===== config.mk =====
export PLATFORM = sky130hd
export DESIGN_NAME = cs_strobe_seq
export DESIGN_NICKNAME = d
export VERILOG_FILES = /design/src/rtl/cs_seq_pkg.sv /design/src/rtl/cs_seq_opt_sel.sv /design/src/rtl/cs_seq_timer.sv /design/src/rtl/cs_seq_strobes.sv /design/src/rtl/cs_strobe_seq.sv
export SDC_FILE = /design/constraint.sdc
export NUM_CORES = 1
export LEC_CHECK = 0
export BUFFER_PORTS_ARGS = -buffer_cell sky130_fd_sc_hd__buf_2
export CAP_MARGIN = 5
export CORE_ASPECT_RATIO = 1.75
export CORE_MARGIN = 3
export CORE_UTILIZATION = 45
export DETAILED_ROUTE_END_ITERATION = 10
export PLACE_DENSITY_LB_ADDON = 0.08
export SYNTH_ARGS = -nofsm -noshare
export SYNTH_HDL_FRONTEND = slang
export SYNTH_SLANG_ARGS = --single-unit

===== constraint.sdc =====
create_clock -name clk -period 3.11 [get_ports clk]
set_input_delay 0.311 -clock clk [delete_from_list [all_inputs] [get_ports clk]]
set_output_delay 0.311 -clock clk [all_outputs]
set_load 0.02 [all_outputs]

===== src/rtl/cs_seq_pkg.sv =====
`timescale 1ns/1ps
package cs_seq_pkg;

    localparam int WAIT_W    = 4;
    localparam int LANES     = 4;
    localparam int TPC       = 4;
    localparam int MAX_WAIT  = (1 << WAIT_W) - 1;
    localparam int MAX_CLK   = 4 + 2 * MAX_WAIT;
    localparam int MAX_TICKS = TPC * MAX_CLK;
    localparam int CNT_W     = $clog2(MAX_TICKS + 1);

    localparam logic [1:0]        BOOT_ACS   = 2'b11;
    localparam logic [WAIT_W-1:0] BOOT_WAIT  = WAIT_W'(MAX_WAIT);
    localparam logic              BOOT_RELAX = 1'b1;
    localparam logic              BOOT_EARLY = 1'b0;

    typedef logic [CNT_W-1:0] tick_t;

    typedef struct packed {
        logic [1:0]        acs;
        logic [WAIT_W-1:0] waits;
        logic              relax;
        logic              early;
    } opt_t;

    typedef struct packed {
        tick_t             cs_on;
        tick_t             cs_off;
        tick_t             we_off;
        tick_t             last;
        logic              wr;
        logic [LANES-1:0]  lanes;
    } plan_t;

    function automatic int acs_ticks(input logic [1:0] acs);
        case (acs)
            2'b10:   return 1;
            2'b11:   return 2;
            default: return 0;
        endcase
    endfunction

    function automatic plan_t build_plan(input opt_t o, input logic wr,
                                         input logic [LANES-1:0] lanes);
        plan_t p;
        int    clocks;
        int    total;
        int    lag;
        int    on;
        logic  delayed;
        logic  early_w;
        delayed = (o.acs == 2'b10) || (o.acs == 2'b11);
        early_w = wr & o.early;
        if (o.relax)
            clocks = 2 + 2 * int'(o.waits) + (delayed ? 1 : 0) + (early_w ? 1 : 0);
        else
            clocks = 2 + int'(o.waits);
        total = clocks * TPC;
        on    = acs_ticks(o.acs) + ((o.relax && delayed) ? TPC : 0);
        lag   = !early_w ? 0 : (o.relax ? TPC + 1 : 1);
        p.cs_on  = tick_t'(on);
        p.we_off = tick_t'(total - lag);
        p.cs_off = delayed ? tick_t'(total - lag) : tick_t'(total);
        p.last   = tick_t'(total - 1);
        p.wr     = wr;
        p.lanes  = lanes;
        return p;
    endfunction

endpackage


===== src/rtl/cs_seq_opt_sel.sv =====
`timescale 1ns/1ps
module cs_seq_opt_sel
    import cs_seq_pkg::*;
(
    input  logic              opt_valid,
    input  logic [1:0]        opt_acs,
    input  logic [WAIT_W-1:0] opt_wait,
    input  logic              opt_relax,
    input  logic              opt_early,
    input  logic              wr,
    input  logic [LANES-1:0]  lanes,
    output plan_t             plan
);
    opt_t sel;

    always_comb begin
        if (opt_valid) begin
            sel.acs   = opt_acs;
            sel.waits = opt_wait;
            sel.relax = opt_relax;
            sel.early = opt_early;
        end else begin
            sel.acs   = BOOT_ACS;
            sel.waits = BOOT_WAIT;
            sel.relax = BOOT_RELAX;
            sel.early = BOOT_EARLY;
        end
        plan = build_plan(sel, wr, lanes);
    end
endmodule


===== src/rtl/cs_seq_timer.sv =====
`timescale 1ns/1ps
module cs_seq_timer
    import cs_seq_pkg::*;
(
    input  logic  clk,
    input  logic  rst,
    input  logic  start,
    input  plan_t plan_in,
    output plan_t plan_q,
    output tick_t tick,
    output logic  busy,
    output logic  done
);
    logic  active;
    logic  at_last;

    assign at_last = (tick == plan_q.last);

    always_ff @(posedge clk) begin
        if (rst) begin
            active <= 1'b0;
            tick   <= '0;
            plan_q <= '0;
        end else if (!active) begin
            if (start) begin
                active <= 1'b1;
                tick   <= '0;
                plan_q <= plan_in;
            end
        end else if (at_last) begin
            active <= 1'b0;
        end else begin
            tick <= tick + 1'b1;
        end
    end

    assign busy = active;
    assign done = active && at_last;
endmodule


===== src/rtl/cs_seq_strobes.sv =====
`timescale 1ns/1ps
module cs_seq_strobes
    import cs_seq_pkg::*;
(
    input  logic             busy,
    input  tick_t            tick,
    input  tick_t            cs_on,
    input  tick_t            cs_off,
    input  tick_t            we_off,
    input  logic             wr,
    input  logic [LANES-1:0] lanes,
    output logic             cs_n,
    output logic             oe_n,
    output logic [LANES-1:0] we_n
);
    logic past_on;
    logic cs_win;
    logic we_win;

    assign past_on = busy && (tick >= cs_on);
    assign cs_win  = past_on && (tick < cs_off);
    assign we_win  = past_on && wr && (tick < we_off);

    assign cs_n = !cs_win;
    assign oe_n = !(cs_win && !wr);

    for (genvar i = 0; i < LANES; i++) begin : g_lane
        assign we_n[i] = !(we_win && lanes[i]);
    end
endmodule


===== src/rtl/cs_strobe_seq.sv =====
`timescale 1ns/1ps
module cs_strobe_seq
    import cs_seq_pkg::*;
(
    input  logic              clk,
    input  logic              rst,
    input  logic              start,
    input  logic              wr,
    input  logic [LANES-1:0]  lanes,
    input  logic              opt_valid,
    input  logic [1:0]        opt_acs,
    input  logic [WAIT_W-1:0] opt_wait,
    input  logic              opt_relax,
    input  logic              opt_early,
    output logic              cs_n,
    output logic              oe_n,
    output logic [LANES-1:0]  we_n,
    output logic              done,
    output logic              busy
);
    plan_t plan_new;
    plan_t plan_q;
    tick_t tick;

    cs_seq_opt_sel u_sel (
        .opt_valid (opt_valid),
        .opt_acs   (opt_acs),
        .opt_wait  (opt_wait),
        .opt_relax (opt_relax),
        .opt_early (opt_early),
        .wr        (wr),
        .lanes     (lanes),
        .plan      (plan_new)
    );

    cs_seq_timer u_timer (
        .clk     (clk),
        .rst     (rst),
        .start   (start),
        .plan_in (plan_new),
        .plan_q  (plan_q),
        .tick    (tick),
        .busy    (busy),
        .done    (done)
    );

    cs_seq_strobes u_strobes (
        .busy   (busy),
        .tick   (tick),
        .cs_on  (plan_q.cs_on),
        .cs_off (plan_q.cs_off),
        .we_off (plan_q.we_off),
        .wr     (plan_q.wr),
        .lanes  (plan_q.lanes),
        .cs_n   (cs_n),
        .oe_n   (oe_n),
        .we_n   (we_n)
    );
endmodule


==> impl_results.md, run 1 <==
* Hold buffer count at cts at 0
* Final setup violation count at 0
* Unrepaired setup endpoints after global routing: false
* Clock-pin slew on the worst setup and hold paths at 0.08 ns
* Final #Nets at 378
* GRT overflow at 0
* 1st-iter DRT viols at 105
* NetSw at 0.3846 mW
* # DRC at 0
* Max_cap viols at 0
* Clk sinks at 38
* Synthesized Nets at 356
* Status: finished clean
* Area of the core at 5386 sq um
* Pins Over Slew Limit at 0
* Seq pwr share at 42.8%
* Vias in the first global route at 2,290
* Mapped Cells at 316
* TritonRoute pass-1 iters at 4
* Slowest cell on crit path: dfxtp_1
* P_int at 0.8858 mW
* Power share of the clock group at 32.5%
* Routability Congestion at 0.7999
* Fin Clk Skew at 0.003309 ns
* Switching Fraction at 30.27%
* Synth top area cells: dfxtp_1, ha_1, nand2_1
* Endpoints failing hold at 0
* Crit-path max FO at 8
* Root buf cell: clkbuf_8
* Ys Warns at 0
* Synth top area share at 29.50%
* Grt met3 use at 2.643%
* Die Area at 6711 sq um
* PD cells at 439.4 nW/um^2
* Min Hold Slack at 0.2558 ns
* Die X at 63.23 microns
* Final WL at 6.505 mm
* Critical Path Stages at 9
* Ys async rst share at 0%
* Area leader, netlist: dfxtp_1
* Hold depth at 3
* Post-layout minimum cycle time at 2.899 ns
* R2R depth at 5
* Initial core utilization at 47.87%
* P&R area growth vs syn at 12.13%
* Post-synth EDFFs at 0
* Mapped Area at 2579 sq um
* Hpwl dp at 4.899 mm
* CTS max path bufs at 2
* Static leakage at 1.128 nW
* CTS tree: built
* Vias at 2,373
* Synthesized flop and latch total at 38
* VDD IR max at 0.2160 mV
* Met1 Use GR at 24.28%
* Buf/Inv on CP at 3
* Crit-path leading delay family: compound AO/OA/AOI/OAI gates
* Synth unique cells at 57
* Top-Level Pins at 25
* Setup CP Type: reg -> out
* Share of layout cells above drive strength 1 at 15.93%
* Pwr Total at 1.270 mW
* Total CTS buffers at 5
* Prevailing post-synth register cell: dfxtp_1
* Worst-skew pair later-pin latency at 0.29 ns
* Tot GR Track Use at 21.05%
* Crit start category: flop
* First-pass GRT wire length at 11.32 mm
* Most Crowded Layer GR: met2
* Tcrit/Tclk final at 93.23%
* Hold crit path type: in -> reg
* Final WS setup at 0.2106 ns
* Worst Path Required at 2.80 ns
* Die height at 106.1 microns
* Register area share after synthesis at 29.50%
* Combinational Power Share at 24.7%
* Worst path cell trace: inv_1 > ha_1 > nand2b_1 > a21o_1 > a2111oi_1 > buf_4 > and4b_1 > o211ai_1 > buf_2
* Routed Antenna Nets at 0
* IO buf count at 24
* H-Tree Depth at 2
* Syn Area/Cell at 8.161 sq um
* Layout Utilization at 53.68%
* Worst Max-Slew Pin Slew at 0.9519 ns
* Vias per cell at 5.746
* Headroom to the max-slew limit at 35.87%
* Met2 global-route usage at 38.70%
* Worst slack at placement at 0.3049 ns
* Initial antenna violation count at 0
* Ant. Diodes at 0
* Setup TNS at 0 ns
* Row count at 35
* CP peak stage delay at 0.46 ns
* Largest net degree at the start of global routing at 42
* Wirelength per Cell at 15.75 microns
* FMAX at 0.3449 GHz
* CP arrival at 2.59 ns
* Crit. End Element: output pin
==> area by class of cell <==
| cell class | instances | area, sq um |
|---|---|---|
| Clock buffer | 7 | 76.32 |
| Clock inverter | 1 | 30.03 |
| Fill cell | 562 | 2495 |
| Inverter | 24 | 90.09 |
| Multi-Input combinational cell | 236 | 1654 |
| Sequential cell | 38 | 760.7 |
| Tap cell | 74 | 92.59 |
| Timing Repair Buffer | 33 | 187.7 |
==> path summary, 6_finish.rpt <==
kind                                        start           endpoint  slack (ns)
worst min-delay path                     lanes[1]  u_timer.plan_q[1]        0.26
worst max register to register    u_timer.tick[2]    u_timer.tick[3]        1.14
worst min register to register  u_timer.plan_q[1]  u_timer.plan_q[1]        0.46
worst max-delay path              u_timer.tick[0]            we_n[0]        0.21
==> worst register-to-register path, cell delays in order, from the launching register on <==
cell and delay (ns):
dfxtp_1 0.53, xor2_1 0.15, nor4_1 0.51, a21bo_1 0.40, or3_1 0.18, a31oi_1 0.07
==> stage by stage <==
| step | cells | instance area (sq um) |
|---|---|---|
| 2_1_floorplan | 316 | 2579 |
| 3_3_place_gp | 405 | 2784 |
| 3_5_place_dp | 405 | 2784 |
| 4_1_cts | 413 | 2890 |
| 5_1_grt | 413 | 2892 |
| 6_report | 413 | 2892 |
==> Yosys cell counts (all sizes together), types with 3 or more instances <==
cell	n
nand2	33
o311ai	4
clkbuf	9
nor2	17
nor4	3
nand3b	3
dfxtp	38
or3	5
o211ai	8
a21oi	22
nand4b	3
a31oi	6
nor2b	4
o21ai	6
a311oi	4
nand3	21
inv	24
a21o	5
a221oi	3
or4	6
or2	3
buf	9
nand2b	7
xnor2	6
ha	23
a211oi	10
xor2	6
==> sequential cells by signal, indices dropped and copies added (netlist names) <==
name	cells
u_timer.tick	8
u_timer.plan_q	29
u_timer.busy	1
==> metal layers <==
metal  routed length, microns  vias to the layer above  share of wire, %
li1                         -                     1194                 -
met1                     2668                     1121                41
met2                     3498                       47                54
met3                      171                       11               2.6
met4                      166                        0               2.6
met5                        0                        -                 0
==> cells in the final DEF, fill, tap and decap left out, types with 8 or more instances in the layout <==
master	Yosys	final
nand2_1	33	33
dfxtp_1	38	38
nor2_1	17	17
ha_1	23	23
nand3_1	20	20
inv_1	24	24
buf_2	2	24
a211oi_1	9	9
a21oi_1	22	22
buf_4	2	9
o211ai_1	8	8
==> power groups by stage <==
stage	clock [mW]	sequential (mW)	combinational [mW]
2_1_floorplan	0	0.551	0.224
3_3_place_gp	0	0.554	0.312
3_5_place_dp	0	0.556	0.313
4_1_cts	0.425	0.544	0.316
5_1_grt	0.444	0.548	0.355
6_report	0.413	0.544	0.314
==> cell families after synthesis <==
| family | Yosys count | share of synthesized area (%) |
|---|---|---|
| multiplexers | 2 | 0.9702 |
| AND/OR/NAND/NOR | 117 | 24.99 |
| XOR/XNOR | 12 | 4.076 |
| adder cells (fa/ha/maj) | 23 | 11.16 |
| buffers and inverters | 42 | 6.502 |
| flip-flops | 38 | 29.50 |
| AO/OA/AOI/OAI | 82 | 22.81 |
==> what timing repair did <==
action                                  4_1_cts  5_1_grt
setup buffers                                 0        0
gates resized for setup                       0        1
endpoints found under the setup margin        0        4
(Power assumes the default switching activity.)
==> run 2: changes to the inputs <==
- clock period: 3.11 -> 3.7 ns (I/O delays scaled with it)
==> run 2 against run 1 <==
Cell area is 2.3% lower. Cell count decreased by 1.7%. Sequential power fell by 16%. Via count fell by 2.9%. Count of clock-buffer cells in the layout decreased by 1.
==> impl_results.md, run 2 (synthesis gave the netlist of run 1 again) <==
* Status: finished clean
* Top-Level Pins at 25
* Critical Path Stages at 8
* Clk sinks at 38
* Vias in the first global route at 2,209
* Initial antenna violation count at 0
* Final setup violation count at 0
* Die X at 63.23 microns
* Most common cell after layout, fill and taps aside: dfxtp_1
* CTS tree: built
* Hpwl dp at 4.811 mm
* Post-layout minimum cycle time at 3.108 ns
* Die height at 106.1 microns
* Placed cells at 398
* Tot GR Track Use at 20.42%
* Finished layout cell area at 2826 sq um
* Total CTS buffers at 5
* PD cells at 359.6 nW/um^2
* Fin cells at 406
* Most frequent cells in the layout: dfxtp_1, nand2_1, inv_1, buf_2, ha_1
* Static leakage at 1.087 nW
* Worst-skew pair later-pin latency at 0.29 ns
* # DRC at 0
* Biggest register: u_timer.plan_q
* CP arrival at 2.74 ns
* Post-CTS setup buffer count at 0
* TritonRoute pass-1 iters at 4
* Unrepaired setup endpoints after global routing: false
* Vias at 2,303
* Worst Max-Slew Pin Slew at 1.063 ns
* Min Hold Slack at 0.3097 ns
* CTS resizes at 0
* Routability Congestion at 0.8071
* Worst path cell trace: inv_1 > ha_1 > nand2b_1 > a21o_1 > a2111oi_0 > and4b_1 > o211ai_1 > buf_2
* Slowest cell on crit path: a2111oi_0
* R2R depth at 5
* Largest net degree at the start of global routing at 42
* 1st-iter DRT viols at 141
* Crit-path max FO at 8
* IO buf count at 24
* First-pass GRT wire length at 10.93 mm
* Ant. Diodes at 0
* GRT overflow at 0
* DP Area at 2731 sq um
* Die Area at 6711 sq um
* Routed Antenna Nets at 0
* Tcrit/Tclk final at 83.99%
* Final #Nets at 371
* Clock-pin slew on the worst setup and hold paths at 0.08 ns
* Wirelength per Cell at 15.76 microns
* Max_cap viols at 0
* CTS max path bufs at 2
* FMAX at 0.3218 GHz
* Pins Over Slew Limit at 0
* Hold crit path type: in -> reg
* Area of the core at 5386 sq um
* Buf/Inv on CP at 2
* Max FFs per register at 29
* Final WL at 6.398 mm
* Vias per cell at 5.672
* Pwr Total at 1.016 mW
* Fin Clk Skew at 0.006537 ns
* Share of layout cells above drive strength 1 at 14.76%
* P&R area growth vs syn at 9.607%
* Hold buffer count at cts at 0
* VDD IR max at 0.1903 mV
* Crit. End Element: output pin
* Headroom to the max-slew limit at 28.40%
* Worst Path Required at 3.33 ns
* Worst slack at placement at 0.4514 ns
* Layout Utilization at 52.47%
* Setup TNS at 0 ns
* Row count at 35
* Final WS setup at 0.5922 ns
* Initial core utilization at 47.87%
* H-Tree Depth at 2
* Setup CP Type: reg -> out
* CP peak stage delay at 0.62 ns
* Crit-path leading delay family: compound AO/OA/AOI/OAI gates
* Endpoints failing hold at 0
* Root buf cell: clkbuf_8
* Hold depth at 3
* Crit start category: flop
[run 2: routing by layer]
| layer | vias up | GRT usage (%) | part of all wire [%] |
|---|---|---|---|
| met5 | - | 0 | 0 |
| met1 | 1068 | 24.54 | 42 |
| met4 | 0 | 5.255 | 0.98 |
| li1 | 1183 | - | - |
| met2 | 47 | 37.87 | 54 |
| met3 | 5 | 2.326 | 3.0 |
[run 2: worst paths after layout]
path                       end  slack [ns]               from
max reg2reg    u_timer.tick[4]        1.73    u_timer.tick[2]
min          u_timer.plan_q[1]        0.31           lanes[1]
min reg2reg  u_timer.plan_q[1]        0.45  u_timer.plan_q[1]
max                    we_n[2]        0.59    u_timer.tick[0]
[run 2: worst min-delay path, stage by stage]
cell and delay, ns:
buf_2 0.09, nand2_1 0.04, a21oi_1 0.05
[run 2: cell type report]
type                       instances  area [sq um]
fill                             567          2560
multi-input combinational        236          1653
sequential                        38         760.7
timing repair buffer              26         135.1
tap                               74         92.59
inverter                          24         90.09
clock buffer                       6         82.58
clock inverter                     2         12.51
[run 2: report_power, final]
group          internal [mW]  leakage, nW  switching (mW)
registers              0.439        0.312          0.0189
logic                 0.0958        0.728           0.158
clock network          0.150       0.0472           0.156
==> run 3: changes to the inputs <==
- clock period: 3.7 -> 2.8 ns (I/O delays scaled with it)
==> run 3 against run 2 <==
Worst hold slack worse by 0.084 ns. Count of clock-buffer cells in the layout is 1 higher. Clock power is 50% higher. Setup slack worse by 0.46 ns. Register-to-register slack worse by 0.85 ns. Sequential power is 33% higher. Critical endpoint is now we_n[1]. Highest routed layer unchanged.
==> impl_results.md, run 3 (synthesis gave the netlist of run 1 again) <==
* Vias per cell at 5.682
* Hold buffer count at cts at 0
* Max_cap viols at 0
* Final WL at 6.578 mm
* Layout Utilization at 54.75%
* Crit-path max FO at 8
* First-pass GRT wire length at 11.55 mm
* Ant. Diodes at 0
* Clk sinks at 38
* Worst Max-Slew Pin Slew at 0.7684 ns
* Root buf cell: clkbuf_8
* CP arrival at 2.39 ns
* Worst-skew pair later-pin latency at 0.29 ns
* Vias in the first global route at 2,403
* Headroom to the max-slew limit at 48.77%
* CTS tree: built
* Final setup violation count at 0
* Finished layout cell area at 2949 sq um
* Seq. cell area at 762.0 sq um
* Worst path cell trace: inv_1 > ha_1 > nand2b_1 > a21o_1 > a2111oi_4 > and4b_2 > o211ai_1 > buf_2
* IO buf count at 24
* Crit start category: flop
* R2R Path Start: u_timer.tick[4]
* Fin cells at 418
* Clock-pin slew on the worst setup and hold paths at 0.07 ns
* Final #Nets at 383
* P&R area growth vs syn at 14.36%
* Largest net degree at the start of global routing at 42
* Hpwl dp at 4.982 mm
* DP Area at 2821 sq um
* Share of layout cells above drive strength 1 at 18.02%
* Worst slack at placement at -0.04963 ns
* Pwr Total at 1.417 mW
* R2R depth at 5
* Static leakage at 1.156 nW
* Hold depth at 3
* Slack of the worst reg-to-reg path at 0.88 ns
* H-Tree Depth at 2
* Setup TNS at 0 ns
* Placed cells at 410
* 1st-iter DRT viols at 112
* Area occupied by multi-input gates at 1673 sq um
* Slowest cell on crit path: dfxtp_2
* Fillers at 553
* TritonRoute pass-1 iters at 4
* FF-to-FF End: u_timer.tick[2]
* Fin Clk Skew at 0.01567 ns
* Vias at 2,375
* Hold EP: u_timer.plan_q[2]
* Endpoints failing hold at 0
* Biggest register: u_timer.plan_q
* Post-CTS setup buffer count at 0
* Routability Congestion at 0.8331
* Most common cell after layout, fill and taps aside: dfxtp_1
* Initial core utilization at 47.87%
* Status: finished clean
* Most frequent cells in the layout: dfxtp_1, nand2_1, inv_1, buf_2, ha_1
* Worst Path Required at 2.52 ns
* Max FFs per register at 29
* GRT overflow at 0
* # DRC at 0
* Hold Path Origin: lanes[2]
* Area of the core at 5386 sq um
* Hold crit path type: in -> reg
* Setup CP Type: reg -> out
* Die X at 63.23 microns
* VDD IR max at 0.2307 mV
* Min Hold Slack at 0.2257 ns
* Top-Level Pins at 25
* Wirelength per Cell at 15.74 microns
* Tot GR Track Use at 21.37%
* Tcrit/Tclk final at 95.18%
* Die Area at 6711 sq um
* Routed Antenna Nets at 0
* Initial antenna violation count at 0
* Total CTS buffers at 5
* CTS max path bufs at 2
* Pins Over Slew Limit at 0
* FMAX at 0.3752 GHz
* Row count at 35
* Crit. End Element: output pin
* CP peak stage delay at 0.41 ns
* PD cells at 480.5 nW/um^2
* CTS resizes at 3
* Final WS setup at 0.1349 ns
* Post-layout minimum cycle time at 2.665 ns
* Die height at 106.1 microns
==> run 3: report_power, final <==
part	internal [mW]	switching, mW	total (mW)
Clock	0.267	0.190	0.457
Sequential	0.580	0.0253	0.606
Combinational	0.144	0.210	0.355
Total	0.991	0.426	1.42
==> run 3: worst max-delay path, delay by kind of cell, from the launching register on <==
kind | cells | cell delay [ns]
buf+inv | 2 | 0.27
fa+ha+maj | 1 | 0.26
compound gates | 3 | 0.70
flops | 1 | 0.41
simple gates | 2 | 0.46
==> run 3: layout make-up <==
class / count / share of cell area, %
Multi-Input combinational cell: 236 / 56.72
Timing Repair Buffer: 38 / 7.637
Tap cell: 74 / 3.140
Clock buffer: 7 / 2.588
Sequential cell: 38 / 25.84
Inverter: 24 / 3.055
Clock inverter: 1 / 1.018
==> run 3: worst max path at each step <==
stage | start | endpoint | slack (ns) | cells after the start
finish | u_timer.tick[0] | we_n[1] | 0.13 | 8
global route | u_timer.tick[0] | we_n[1] | -0.01 | 8
CTS | u_timer.tick[0] | we_n[0] | 0.003 | 8
detailed placement | u_timer.tick[0] | we_n[0] | -0.05 | 8
global placement | u_timer.tick[0] | we_n[0] | 0.001 | 8
floorplan | opt_valid | u_timer.plan_q[27] | 0.1 | 11
==> run 3: layer usage <==
| metal | global-route usage (%) | share of wire (%) | wire length [microns] | vias up |
|---|---|---|---|---|
| li1 | - | - | - | 1203 |
| met1 | 23.84 | 41 | 2687 | 1104 |
| met2 | 38.70 | 52 | 3411 | 48 |
| met3 | 3.171 | 2.7 | 180 | 20 |
| met4 | 10.66 | 4.5 | 299 | 0 |
| met5 | 0 | 0 | 0 | - |
